### src/rtl/mhz_pkg.sv
package mhz_pkg;
  typedef enum logic [2:0] {
    MC_NONE = 3'd0,
    MC_WORD = 3'd1,
    MC_LONG = 3'd2,
    MC_HALF = 3'd3,
    MC_MSW  = 3'd4
  } mul_cls_e;

  localparam int NUM_SRC = 4;
  localparam int FIRST_LATE_SRC = 2;
endpackage

### src/rtl/mhz_class_decode.sv
module mhz_class_decode #(
  parameter int CNT_W     = 2,
  parameter int LAT_LONG  = 3,
  parameter int LAT_SHORT = 2
) (
  input  logic [2:0]       cls,
  output logic             is_mul,
  output logic             two_cycle,
  output logic             two_dest,
  output logic [CNT_W-1:0] load_val
);
  import mhz_pkg::*;

  mul_cls_e c;
  assign c = mul_cls_e'(cls);

  always_comb begin
    is_mul    = 1'b1;
    two_cycle = 1'b1;
    two_dest  = 1'b0;
    load_val  = CNT_W'(LAT_LONG - 1);
    unique case (c)
      MC_WORD, MC_MSW: ;
      MC_LONG: two_dest = 1'b1;
      MC_HALF: begin
        two_cycle = 1'b0;
        load_val  = CNT_W'(LAT_SHORT - 1);
      end
      default: begin
        is_mul    = 1'b0;
        two_cycle = 1'b0;
        load_val  = '0;
      end
    endcase
  end
endmodule

### src/rtl/mhz_scoreboard.sv
module mhz_scoreboard #(
  parameter int NUM_REGS = 16,
  parameter int CNT_W    = 2,
  parameter int PC_IDX   = 15,
  localparam int REG_W   = $clog2(NUM_REGS)
) (
  input  logic                           clk,
  input  logic                           rst,
  input  logic                           wr_en,
  input  logic                           wr_two,
  input  logic [REG_W-1:0]               wr_idx0,
  input  logic [REG_W-1:0]               wr_idx1,
  input  logic [CNT_W-1:0]               load_val,
  output logic [NUM_REGS-1:0][CNT_W-1:0] cnt
);
  localparam logic [CNT_W-1:0] ONE = CNT_W'(1);

  for (genvar r = 0; r < NUM_REGS; r++) begin : g_reg
    if (r == PC_IDX) begin : g_pc
      assign cnt[r] = '0;
    end else begin : g_trk
      logic hit;
      assign hit = wr_en && ((wr_idx0 == REG_W'(r)) || (wr_two && (wr_idx1 == REG_W'(r))));
      always_ff @(posedge clk) begin
        if (rst)                 cnt[r] <= '0;
        else if (hit)            cnt[r] <= load_val;
        else if (cnt[r] != '0)   cnt[r] <= cnt[r] - ONE;
      end
    end
  end

  // the cycle after reset leaves every register idle
  a_r9_bank_cleared: assert property (@(posedge clk) disable iff (rst)
    $past(rst) |-> (cnt == '0));
endmodule

### src/rtl/mhz_stall_calc.sv
module mhz_stall_calc #(
  parameter int NUM_REGS = 16,
  parameter int CNT_W    = 2,
  localparam int REG_W   = $clog2(NUM_REGS)
) (
  input  logic [NUM_REGS-1:0][CNT_W-1:0] cnt,
  input  logic                           occ,
  input  logic [CNT_W-1:0]               flg,
  input  logic                           is_mul,
  input  logic                           sets_flags,
  input  logic                           cond,
  input  logic [3:0]                     src_en,
  input  logic [REG_W-1:0]               early0,
  input  logic [REG_W-1:0]               early1,
  input  logic [REG_W-1:0]               late0,
  input  logic [REG_W-1:0]               late1,
  output logic [CNT_W-1:0]               need
);
  import mhz_pkg::*;

  localparam logic [CNT_W-1:0] ONE = CNT_W'(1);

  logic [NUM_SRC-1:0][REG_W-1:0] src;
  assign src = {late1, late0, early1, early0};

  function automatic logic [CNT_W-1:0] dec_sat(input logic [CNT_W-1:0] v);
    return (v == '0) ? v : v - ONE;
  endfunction

  always_comb begin
    logic [CNT_W-1:0] c;
    logic [CNT_W-1:0] fl;
    need = CNT_W'(occ);
    for (int i = 0; i < NUM_SRC; i++) begin
      c = cnt[src[i]];
      if (is_mul && i >= FIRST_LATE_SRC) c = dec_sat(c);
      if (src_en[i] && c > need) need = c;
    end
    fl = '0;
    if (cond)                   fl = is_mul ? flg : dec_sat(flg);
    if (sets_flags && !is_mul && dec_sat(flg) > fl) fl = dec_sat(flg);
    if (fl > need) need = fl;
  end
endmodule

### src/rtl/mul_hazard_ctrl.sv
module mul_hazard_ctrl #(
  parameter int NUM_REGS  = 16,
  parameter int CNT_W     = 2,
  parameter int LAT_LONG  = 3,
  parameter int LAT_SHORT = 2,
  parameter int PC_IDX    = 15,
  localparam int REG_W    = $clog2(NUM_REGS)
) (
  input  logic             clk,
  input  logic             rst,
  input  logic             in_valid,
  input  logic [2:0]       in_cls,
  input  logic [3:0]       in_src_en,
  input  logic [REG_W-1:0] in_early0,
  input  logic [REG_W-1:0] in_early1,
  input  logic [REG_W-1:0] in_late0,
  input  logic [REG_W-1:0] in_late1,
  input  logic [REG_W-1:0] in_dst0,
  input  logic [REG_W-1:0] in_dst1,
  input  logic             in_sets_flags,
  input  logic             in_cond,
  output logic             stall,
  output logic [CNT_W-1:0] stall_cnt
);
  localparam logic [CNT_W-1:0] ONE       = CNT_W'(1);
  localparam logic [CNT_W-1:0] FLAG_HOLD = CNT_W'(2);

  logic             is_mul, two_cycle, two_dest, fire, occ;
  logic [CNT_W-1:0] load_val, flg, need;
  logic [NUM_REGS-1:0][CNT_W-1:0] cnt;

  mhz_class_decode #(.CNT_W(CNT_W), .LAT_LONG(LAT_LONG), .LAT_SHORT(LAT_SHORT)) u_dec (
    .cls(in_cls), .is_mul(is_mul), .two_cycle(two_cycle),
    .two_dest(two_dest), .load_val(load_val)
  );

  assign fire = in_valid && !stall;

  mhz_scoreboard #(.NUM_REGS(NUM_REGS), .CNT_W(CNT_W), .PC_IDX(PC_IDX)) u_sb (
    .clk(clk), .rst(rst), .wr_en(fire && is_mul), .wr_two(two_dest),
    .wr_idx0(in_dst0), .wr_idx1(in_dst1), .load_val(load_val), .cnt(cnt)
  );

  always_ff @(posedge clk) begin
    if (rst) begin
      occ <= 1'b0;
      flg <= '0;
    end else begin
      occ <= fire && two_cycle;
      if (fire && is_mul && in_sets_flags) flg <= FLAG_HOLD;
      else if (flg != '0)                  flg <= flg - ONE;
    end
  end

  mhz_stall_calc #(.NUM_REGS(NUM_REGS), .CNT_W(CNT_W)) u_calc (
    .cnt(cnt), .occ(occ), .flg(flg), .is_mul(is_mul),
    .sets_flags(in_sets_flags), .cond(in_cond), .src_en(in_src_en),
    .early0(in_early0), .early1(in_early1), .late0(in_late0), .late1(in_late1),
    .need(need)
  );

  assign stall_cnt = in_valid ? need : '0;
  assign stall     = (stall_cnt != '0);

  logic [6*REG_W+10:0] desc_bus;
  assign desc_bus = {in_valid, in_cls, in_src_en, in_early0, in_early1, in_late0,
                     in_late1, in_dst0, in_dst1, in_sets_flags, in_cond};

  // no stall in the first cycle after reset
  a_r9_no_stall_after_reset: assert property (@(posedge clk) disable iff (rst)
    $past(rst) |-> (stall_cnt == '0));

  // a two-cycle multiply blocks whatever is at issue next
  a_r5_issue_slot_held: assert property (@(posedge clk) disable iff (rst)
    (fire && two_cycle) |=> (!in_valid || stall));

  // a conditional multiply right behind a flag-setting multiply waits two cycles
  a_r6_cond_mul_two: assert property (@(posedge clk) disable iff (rst)
    (fire && is_mul && in_sets_flags) |=> (!(in_valid && in_cond && is_mul) || stall_cnt == FLAG_HOLD));

  // with the descriptor held, the stall count falls by one each cycle
  a_r8_countdown: assert property (@(posedge clk) disable iff (rst)
    stall |=> (!$stable(desc_bus) || stall_cnt == $past(stall_cnt) - ONE));
endmodule

### config.mk
export PLATFORM = sky130hd
export DESIGN_NAME = mul_hazard_ctrl
export DESIGN_NICKNAME = d
export VERILOG_FILES = /design/src/rtl/mhz_pkg.sv /design/src/rtl/mhz_class_decode.sv /design/src/rtl/mhz_scoreboard.sv /design/src/rtl/mhz_stall_calc.sv /design/src/rtl/mul_hazard_ctrl.sv
export SDC_FILE = /design/constraint.sdc
export NUM_CORES = 1
export LEC_CHECK = 0
export BUFFER_PORTS_ARGS = -buffer_cell sky130_fd_sc_hd__buf_2
export CORE_ASPECT_RATIO = 1.25
export CORE_UTILIZATION = 61
export CTS_CLUSTER_SIZE = 12
export DETAILED_ROUTE_END_ITERATION = 7
export HOLD_SLACK_MARGIN = 0.08
export PLACE_DENSITY = 0.87
export SETUP_SLACK_MARGIN = 0.5
export SYNTH_ARGS = -nofsm -noshare
export SYNTH_HDL_FRONTEND = slang
export SYNTH_SLANG_ARGS = --single-unit
### constraint.sdc
create_clock -name clk -period 8.16 [get_ports clk]
set_clock_uncertainty 0.15 [all_clocks]
set_input_delay 0 -clock clk [delete_from_list [all_inputs] [get_ports clk]]
set_output_delay 0 -clock clk [all_outputs]
set_load 0.02 [all_outputs]
==> results.txt, run 1 <==
- Counting the fill cells in the layout gives 458.
* Number of failing setup endpoints in the final timing report: 0
- Share of post-route cells with drive strength above 1: 0.2058
- For the final routed database, the setup TNS stands at 0 ns.
- Top flip-flop cell by instance count after synthesis: sky130_fd_sc_hd__dfxtp_1
* Std cell rows: 31
- The worst setup path is captured at a flop.
* Top-count cell post-synth: sky130_fd_sc_hd__nor2_1
* Number of post-CTS setup repair buffers: 0
- Clock share of power: 0.113
* Synthesized netlist net count: 509
* CTS buffer count: 5
* Headroom to the max-slew limit: 0.1947
* Core area: 5896 um2
- DRC: 0
- Cell internal power was estimated by the tool at 741.0 uW.
* Number of nets in the layout: around 540
- Number of antenna cells inserted: 0
- For this run, the register share of the synthesized area comes to 0.1737.
* Starting utilization of the core area: 0.6449
- After technology mapping, the gate count stands at around 450.
- Of all nets on the critical path, the largest fanout is 27.
* Static Leakage: approximately 1.7 nW
- The first global-routing pass estimated 15.94 mm of wire.
* Die boundary height: approximately 90 um
* Count of endpoints failing hold in the final timing report: 0
- Required time at the endpoint of the critical path: between 8 and 9 ns
- In the finished design, the share of the clock period the worst path needs comes to 0.8674.
- Data arrival time of the worst path: 7.13 ns
- TritonCTS built the clock tree.
* Number of cells in the finished layout apart from fillers: around 560
* Largest net degree at the start of global routing: 35
- The via count of the first global-routing pass came to 3583.
- Of the total power, combinational logic draws 0.645.
* Root Driver: sky130_fd_sc_hd__clkbuf_8
- The final count of pins violating max slew was 0.
- After synthesis, the cell types taking the most area are sky130_fd_sc_hd__dfxtp_1, sky130_fd_sc_hd__mux4_2, sky130_fd_sc_hd__ha_1, sky130_fd_sc_hd__mux2i_1, sky130_fd_sc_hd__nor2_1.
* Distinct cell type count of the synthesized netlist: 55
* Overall die width: between 70 and 80 um
* FFs w/ async S/R, synth: 0
- In this run the worst setup path begins at u_sb.cnt[22]$_SDFFE_PP0P_.
- Slew at the pin closest to its max-slew limit: around 1.2 ns
- R2r startpoint: u_sb.cnt[22]$_SDFFE_PP0P_
- Total vias in the final route: approximately 3700
* Wirelength, routed: between 9 and 10 mm
- Peak supply drop: approximately 0.18 mV
- The share of total power dissipated in sequential elements is 0.242.
- Die footprint: between 6000 and 7000 um2
- Yosys printed 0 warnings.
- Detailed placement ended at an HPWL of around 7.6 mm.
* Iteration-0 DRC Markers: 301
- Number of clock sinks: 33
- Counting along the longest clock path gives a buffer depth of 2.
- Mean number of vias per cell: 6.620
* Cell area after synthesis: 3802 um2
- Setup repair after global routing left no endpoint under its margin.
- At the end of routability-driven placement, the weighted congestion stood at roughly 0.88.
- Of the total power, the share spent switching nets is 0.4753.
- The tool flagged a number of max-cap violations equal to 0.
- The later pin in the worst-skew pair is clocked with a latency of approximately 0.28 ns.
* Hold Path Origin: in_dst0[0]
- Cell type contributing the most total cell area after synthesis: sky130_fd_sc_hd__dfxtp_1
- Top cells by count, synth: sky130_fd_sc_hd__nor2_1, sky130_fd_sc_hd__inv_1, sky130_fd_sc_hd__dfxtp_1, sky130_fd_sc_hd__ha_1
* Sequential cell area: ~660 um2
- Before antenna repair, the detailed router went through 5 iterations.
- Type of the worst min-delay path: in -> reg
- H-tree depth: 2
- For this design the ratio of total power to cell area is approximately 340 nW/um2.
- Element type at the critical path start: flop
- Final min period: ~7 ns
- Summing all multi-input logic gate instances after layout gives about 2900 um2.
- The share of synthesized area in the top cell type comes to 0.1737.
- After detailed routing, the average wire length per cell comes to between 15 and 20 um.
- The critical path in this run is classified as reg -> reg.
- Boundary pin count: 39
- Buffers added on ports: 38
* Power consumption: between 1 and 1.5 mW
- After clock tree synthesis, the clock-pin slew on the worst setup and hold paths is roughly 0.070 ns.
* Upper clock frequency limit: about 140 MHz
- Post-synthesis average cell area: around 8.5 um2
- Run status: finished, final reports clean
* Layout overhead on the synthesized area: 10.30%
- Switching power: 671.3 uW
* Flops & latches, synth: 33
* Post-synth EDFFs: 0
- Inst Count DP: 549
- In the global route stage, overall resource usage came out at 0.3077.
- After global routing the overflow that remains totals 0.
- Initial antenna violation count: 0
- Residual antenna-violating net count after detailed routing: 0
-- state kept, by name (all words and copies together) (netlist names) --
name / flops
flg: 2
u_sb.cnt: 30
occ: 1
-- metrics by stage --
step                hold slack, ns  setup WS (ns)  cell area (um2)  utilization
floorplan                  0.02740          1.806             3802            -
global placement            0.2557          1.187             4014       0.6808
detailed placement          0.2693         0.8830             4014       0.6808
CTS                        0.08332         0.8358             4190       0.7107
global route                0.1055         0.5791             4194       0.7114
finish                     0.08748          1.082             4194       0.7114
-- timing repair --
item	CTS	global route
endpoints found under the setup margin	0	16
hold buffers	6	0
gates resized for setup	0	1
endpoints found under the hold margin	4	0
-- layout by cell type (no fill, tap or decap), drive strengths merged, types with 7 or more instances in the layout --
cell	count
nor2	50
inv	42
buf	40
dfxtp	33
ha	26
o21ai	26
nand2	25
mux4	22
nand2b	20
mux2i	19
a21oi	17
xor2	15
mux2	12
o32ai	12
nor3	9
o211ai	8
nor2b	7
nand3	7
o22a	7
clkbuf	7
-- final timing paths --
kind,end,slack [ns],depth (start not counted)
hold / removal,u_sb.cnt[25]$_SDFFE_PP0P_,0.09,3
hold reg to reg,flg[0]$_SDFFE_PP0P_,0.43,2
setup / recovery,u_sb.cnt[11]$_SDFFE_PP0P_,1.08,27
setup reg to reg,u_sb.cnt[11]$_SDFFE_PP0P_,1.08,27
-- cells by family after synthesis --
family | synth area share
multiplexers | 0.2168
flip-flops | 0.1737
XOR/XNOR | 0.03916
buffers and inverters | 0.06680
AND/OR/NAND/NOR | 0.1941
AO/OA/AOI/OAI | 0.2238
adder cells (fa/ha/maj) | 0.08555
-- layer usage --
metal  routed length (um)  GRT usage  vias to the layer above
met2                 5027     0.5592                      200
met1                 3826     0.3596                     1761
met4                  372     0.1389                        0
met3                  670    0.02121                       40
met5                    0          0                        -
li1                     -          -                     1726
-- layout make-up --
type | instances | area share
Clock buffer | 7 | 0.02058
Clock inverter | 1 | 0.007160
Inverter | 42 | 0.03759
Multi-Input combinational cell | 352 | 0.6894
Sequential cell | 33 | 0.1575
Tap cell | 82 | 0.02446
Timing Repair Buffer | 46 | 0.06325
-- power by group through the flow --
stage	clock network (mW)	registers (mW)	logic, mW
after global routing	0.166	0.348	1.00
after global placement	0	0.328	0.841
after floorplan	0	0.291	0.717
after detailed placement	0	0.337	0.884
after CTS	0.159	0.333	0.900
final	0.160	0.342	0.911
-- worst max-delay path, stage by stage, from the launching register on --
cell and delay, ns:
sky130_fd_sc_hd__dfxtp_1 0.38, sky130_fd_sc_hd__mux4_2 0.49, sky130_fd_sc_hd__or2_2 0.30, sky130_fd_sc_hd__a32oi_1 0.25, sky130_fd_sc_hd__ha_1 0.27, sky130_fd_sc_hd__nor3b_1 0.41
sky130_fd_sc_hd__o21ai_0 0.24, sky130_fd_sc_hd__a21o_1 0.22, sky130_fd_sc_hd__o211a_1 0.13, sky130_fd_sc_hd__nor3b_1 0.29, sky130_fd_sc_hd__nor2_1 0.10, sky130_fd_sc_hd__ha_1 0.32
sky130_fd_sc_hd__nand2_1 0.07, sky130_fd_sc_hd__nand2_1 0.06, sky130_fd_sc_hd__or3_1 0.38, sky130_fd_sc_hd__o221a_2 0.26, sky130_fd_sc_hd__ha_1 0.28, sky130_fd_sc_hd__nand2_1 0.06
sky130_fd_sc_hd__o211ai_1 0.13, sky130_fd_sc_hd__o221a_2 0.18, sky130_fd_sc_hd__a21o_1 0.18, sky130_fd_sc_hd__ha_1 0.30, sky130_fd_sc_hd__nor3_1 0.07, sky130_fd_sc_hd__a211oi_1 0.22
sky130_fd_sc_hd__o22ai_2 0.12, sky130_fd_sc_hd__buf_4 0.23, sky130_fd_sc_hd__or4_4 0.69, sky130_fd_sc_hd__o22ai_1 0.22
Note: power is estimated with default switching activity, not from simulation.
==> inputs of run 2 (changes only) <==
--- a/config.mk
+++ b/config.mk
@@ -12,6 +12,7 @@
 export DETAILED_ROUTE_END_ITERATION = 7
 export HOLD_SLACK_MARGIN = 0.08
 export PLACE_DENSITY = 0.87
+export REMOVE_ABC_BUFFERS = 1
 export SETUP_SLACK_MARGIN = 0.5
 export SYNTH_ARGS = -nofsm -noshare
 export SYNTH_HDL_FRONTEND = slang
==> run 2 against run 1 <==
First-iteration DRC count is 16% lower; via count is 1.0% lower; sequential power is 1% lower; sequential share of layout area is 0.19 points lower; combinational power hardly changed; register-to-register slack better by 0.04 ns; critical path depth is 1 higher; flip-flop and latch count stayed put; core utilization is 0.85 points higher; non-clock buffer count is 5 higher; wire length is 0.94% lower; clock power is 3% higher; largest power group unchanged; highest routed layer unchanged.
==> results.txt, run 2 (synthesis results as in run 1) <==
- Run status: finished, final reports clean
- Setup repair after global routing left no endpoint under its margin.
* Final Cycle Share: 0.8624 (-0.004973)
- The clock transition time at the flip-flop clock pins of the worst setup and hold paths is 0.07 ns (about the same).
* Number of max-capacitance violations reported: 0 (unchanged)
- The average routed wire per standard cell is 17.26 um (-1.8%).
- The total track usage came to 0.3118 (+0.004065).
* Starting utilization of the core area: 0.6449 (unchanged)
- Mean number of vias per cell: 6.495 (-1.9%)
- The proportion of power drawn by the clock network came to 0.117 (+0.004).
* Required time at the endpoint of the critical path: 8.23 ns (+0.02 ns)
- Iteration-0 DRC Markers: 253 (-16%)
* Data arrival time of the worst path: 7.11 ns (-0.02 ns)
- Cell class contributing the biggest share of worst-path delay: simple AND/OR/NAND/NOR gates
* Boundary pin count: 39 (unchanged)
- Number of post-CTS setup repair buffers: 0 (unchanged)
- H-tree depth: 2 (unchanged)
- The design area was 4244 um2 (+1.2%).
- Max Buffers Root-to-Sink: 2 (unchanged)
* Total buffers and inverters traversed by the critical path: 1 (unchanged)
- Number of cells on the worst reg-to-reg path: 28 (+3.7%)
* Number of stages on the worst setup path: 28 (+3.7%)
- The worst-margin pin slew is 1.193 ns (+0.001494 ns).
* Top fanout value on the critical path: 27 (unchanged)
- Share of post-route cells with drive strength above 1: 0.2037 (-0.002118)
- The fmax came to 142.1 MHz (+0.58%).
- The overall die area was 6555 um2 (unchanged).
- Type of the worst min-delay path: in -> reg
* Number of failing setup endpoints in the final timing report: 0 (unchanged)
- More flip-flops sit in one register than any other, and that register is u_sb.cnt.
- The placed wire-length estimate after detailed placement was 7.468 mm (-1.2%).
- The final count of pins violating max slew came to 0 (unchanged).
* Root Driver: sky130_fd_sc_hd__clkbuf_8
- The later-pin clock latency in the skew report came to 0.30 ns (+0.02 ns).
- First-pass GRT wire length: 16.23 mm (+1.8%)
- Critical path endpoint category: flop
* Most common library cell in the layout ignoring fill and taps: sky130_fd_sc_hd__nor2_1
- Routability congestion estimate: 0.9238 (+4.8%)
* Hold depth: 2 (-1)
- Largest net degree at the start of global routing: 35 (unchanged)
- Regs by FF count: u_sb.cnt x30, flg x2, occ x1
- The number of detailed-routing iterations run before antenna repair came to 5 (unchanged).
* Number of antenna cells inserted: 0 (unchanged)
- The area growth from synthesis to layout is 11.62%.
* Headroom to the max-slew limit: 0.1937 (-0.001010)
- Largest stage delay on the critical path: 0.69 ns (about the same)
- Residual antenna-violating net count after detailed routing: 0 (unchanged)
* Switching power as a share of total power: 0.4742 (-0.001132)
- Count of endpoints failing hold in the final timing report: 0 (unchanged)
* DRC: 0 (unchanged)
- Element type at the critical path start: flop
* Core Util, Final: 0.7199 (+0.008489)
- Overflow after GRT: 0 (unchanged)
- Final Hold Slack: 0.09414 ns (+0.006657 ns)
* Number of clock sinks: 33 (unchanged)
* Number of nets in the layout: 547 (+0.92%)
* Std cell rows: 31 (unchanged)
- Die boundary height: 90.27 um (unchanged)
- Number of flip-flops in the largest register: 30 (unchanged)
* Total vias in the final route: 3689 (-1.0%)
- The post-layout minimum cycle time came to 7.037 ns (-0.04058 ns).
- Number of cells in the finished layout apart from fillers: 568 (+0.89%)
- The die outline width is 72.62 um (unchanged).
- Switching power: 669.3 uW (-0.29%)
- In the layout the commonest cells are sky130_fd_sc_hd__nor2_1, sky130_fd_sc_hd__inv_1, sky130_fd_sc_hd__buf_2.
- Instance area after placement: 4014 um2 (unchanged)
* TritonCTS clock tree: built
- The sequential power share was 0.240 (-0.002).
- Buffers added on ports: 38 (unchanged)
- Via count of the first global-routing pass: 3520 (-1.8%)
* Initial antenna violation count: 0 (unchanged)
- The placed instance count came to 549 (unchanged).
- The internal power contribution is 742.2 uW (+0.16%).
- The layout filler cell count was 445 (-2.8%).
* Static Leakage: 1.686 nW (+0.96%)
* CTS buffer count: 5 (unchanged)
- Peak supply drop: 0.1672 mV (-7.0%)
- Comb power frac: 0.643 (-0.002)
- The core footprint is 5896 um2 (unchanged).
* Pwr per Cell Area: 332.6 nW/um2 (-1.2%)
* Sum Neg Setup Slack: 0 ns (unchanged)
- Among all stages on the critical path, the largest delay is contributed by sky130_fd_sc_hd__or4_4.
- Wirelength, routed: 9.803 mm (-0.94%)
- Category of the most critical setup path: reg -> reg
==> run 2: cell types whose count changed in the layout (fill, tap and decap cells not counted) <==
cell                            delta
sky130_fd_sc_hd__dlygate4sd3_1     +5
==> run 2: layout make-up <==
cell class / instances / area [um2] / share of cell area
Sequential cell: 33 / 660.6 / 0.1557
Tap cell: 82 / 102.6 / 0.02417
Inverter: 42 / 157.7 / 0.03715
Clock buffer: 7 / 86.33 / 0.02034
Multi-Input combinational cell: 352 / 2892 / 0.6813
Clock inverter: 1 / 30.03 / 0.007075
Timing Repair Buffer: 51 / 315.3 / 0.07429
==> run 2: timing repair <==
| action | 4_1_cts | 5_1_grt |
|---|---|---|
| resized for setup | 0 | 1 |
| hold buffers | 11 | 0 |
| hold endpoints to repair | 11 | 0 |
| setup endpoints to repair | 0 | 16 |
==> run 2: path summary, 6_finish.rpt <==
kind                                   from  slack, ns                   endpoint
setup reg to reg  u_sb.cnt[22]$_SDFFE_PP0P_       1.12  u_sb.cnt[19]$_SDFFE_PP0P_
hold / removal                          rst       0.09        flg[1]$_SDFFE_PP0P_
setup / recovery  u_sb.cnt[22]$_SDFFE_PP0P_       1.12  u_sb.cnt[19]$_SDFFE_PP0P_
hold reg to reg         flg[1]$_SDFFE_PP0P_       0.42        flg[0]$_SDFFE_PP0P_
==> run 2: power by group through the flow <==
stage          sequential, mW  clock, mW  combinational, mW
2_1_floorplan           0.291          0              0.690
3_3_place_gp            0.326          0              0.842
3_5_place_dp            0.335          0              0.881
4_1_cts                 0.331      0.164              0.895
5_1_grt                 0.344      0.172               1.01
6_report                0.338      0.165              0.908
==> run 2: through the flow <==
step / setup WS [ns] / total power, mW
6_report: 1.123 / 1.412
5_1_grt: 0.5985 / 1.525
4_1_cts: 0.8462 / 1.390
3_5_place_dp: 0.8967 / 1.216
3_3_place_gp: 1.146 / 1.168
2_1_floorplan: 1.512 / 0.9813
==> run 2: layer usage <==
metal	GRT usage	part of all wire	vias to the layer above	wire (um)
met5	0	0	-	0
met4	0.1536	0.048	0	471
met3	0.06250	0.063	40	621
met2	0.5382	0.50	168	4894
met1	0.3587	0.39	1740	3816
li1	-	-	1741	-
==> run 2: worst reg2reg max path: cells and delay by family (launching register included) <==
family / cells / cell delay [ns]
AND/OR/NAND/NOR: 11 / 2.41
AO/OA/AOI/OAI: 11 / 2.15
adder cells (fa/ha/maj): 4 / 1.18
multiplexers: 1 / 0.48
flip-flops: 1 / 0.36
buffers and inverters: 1 / 0.23
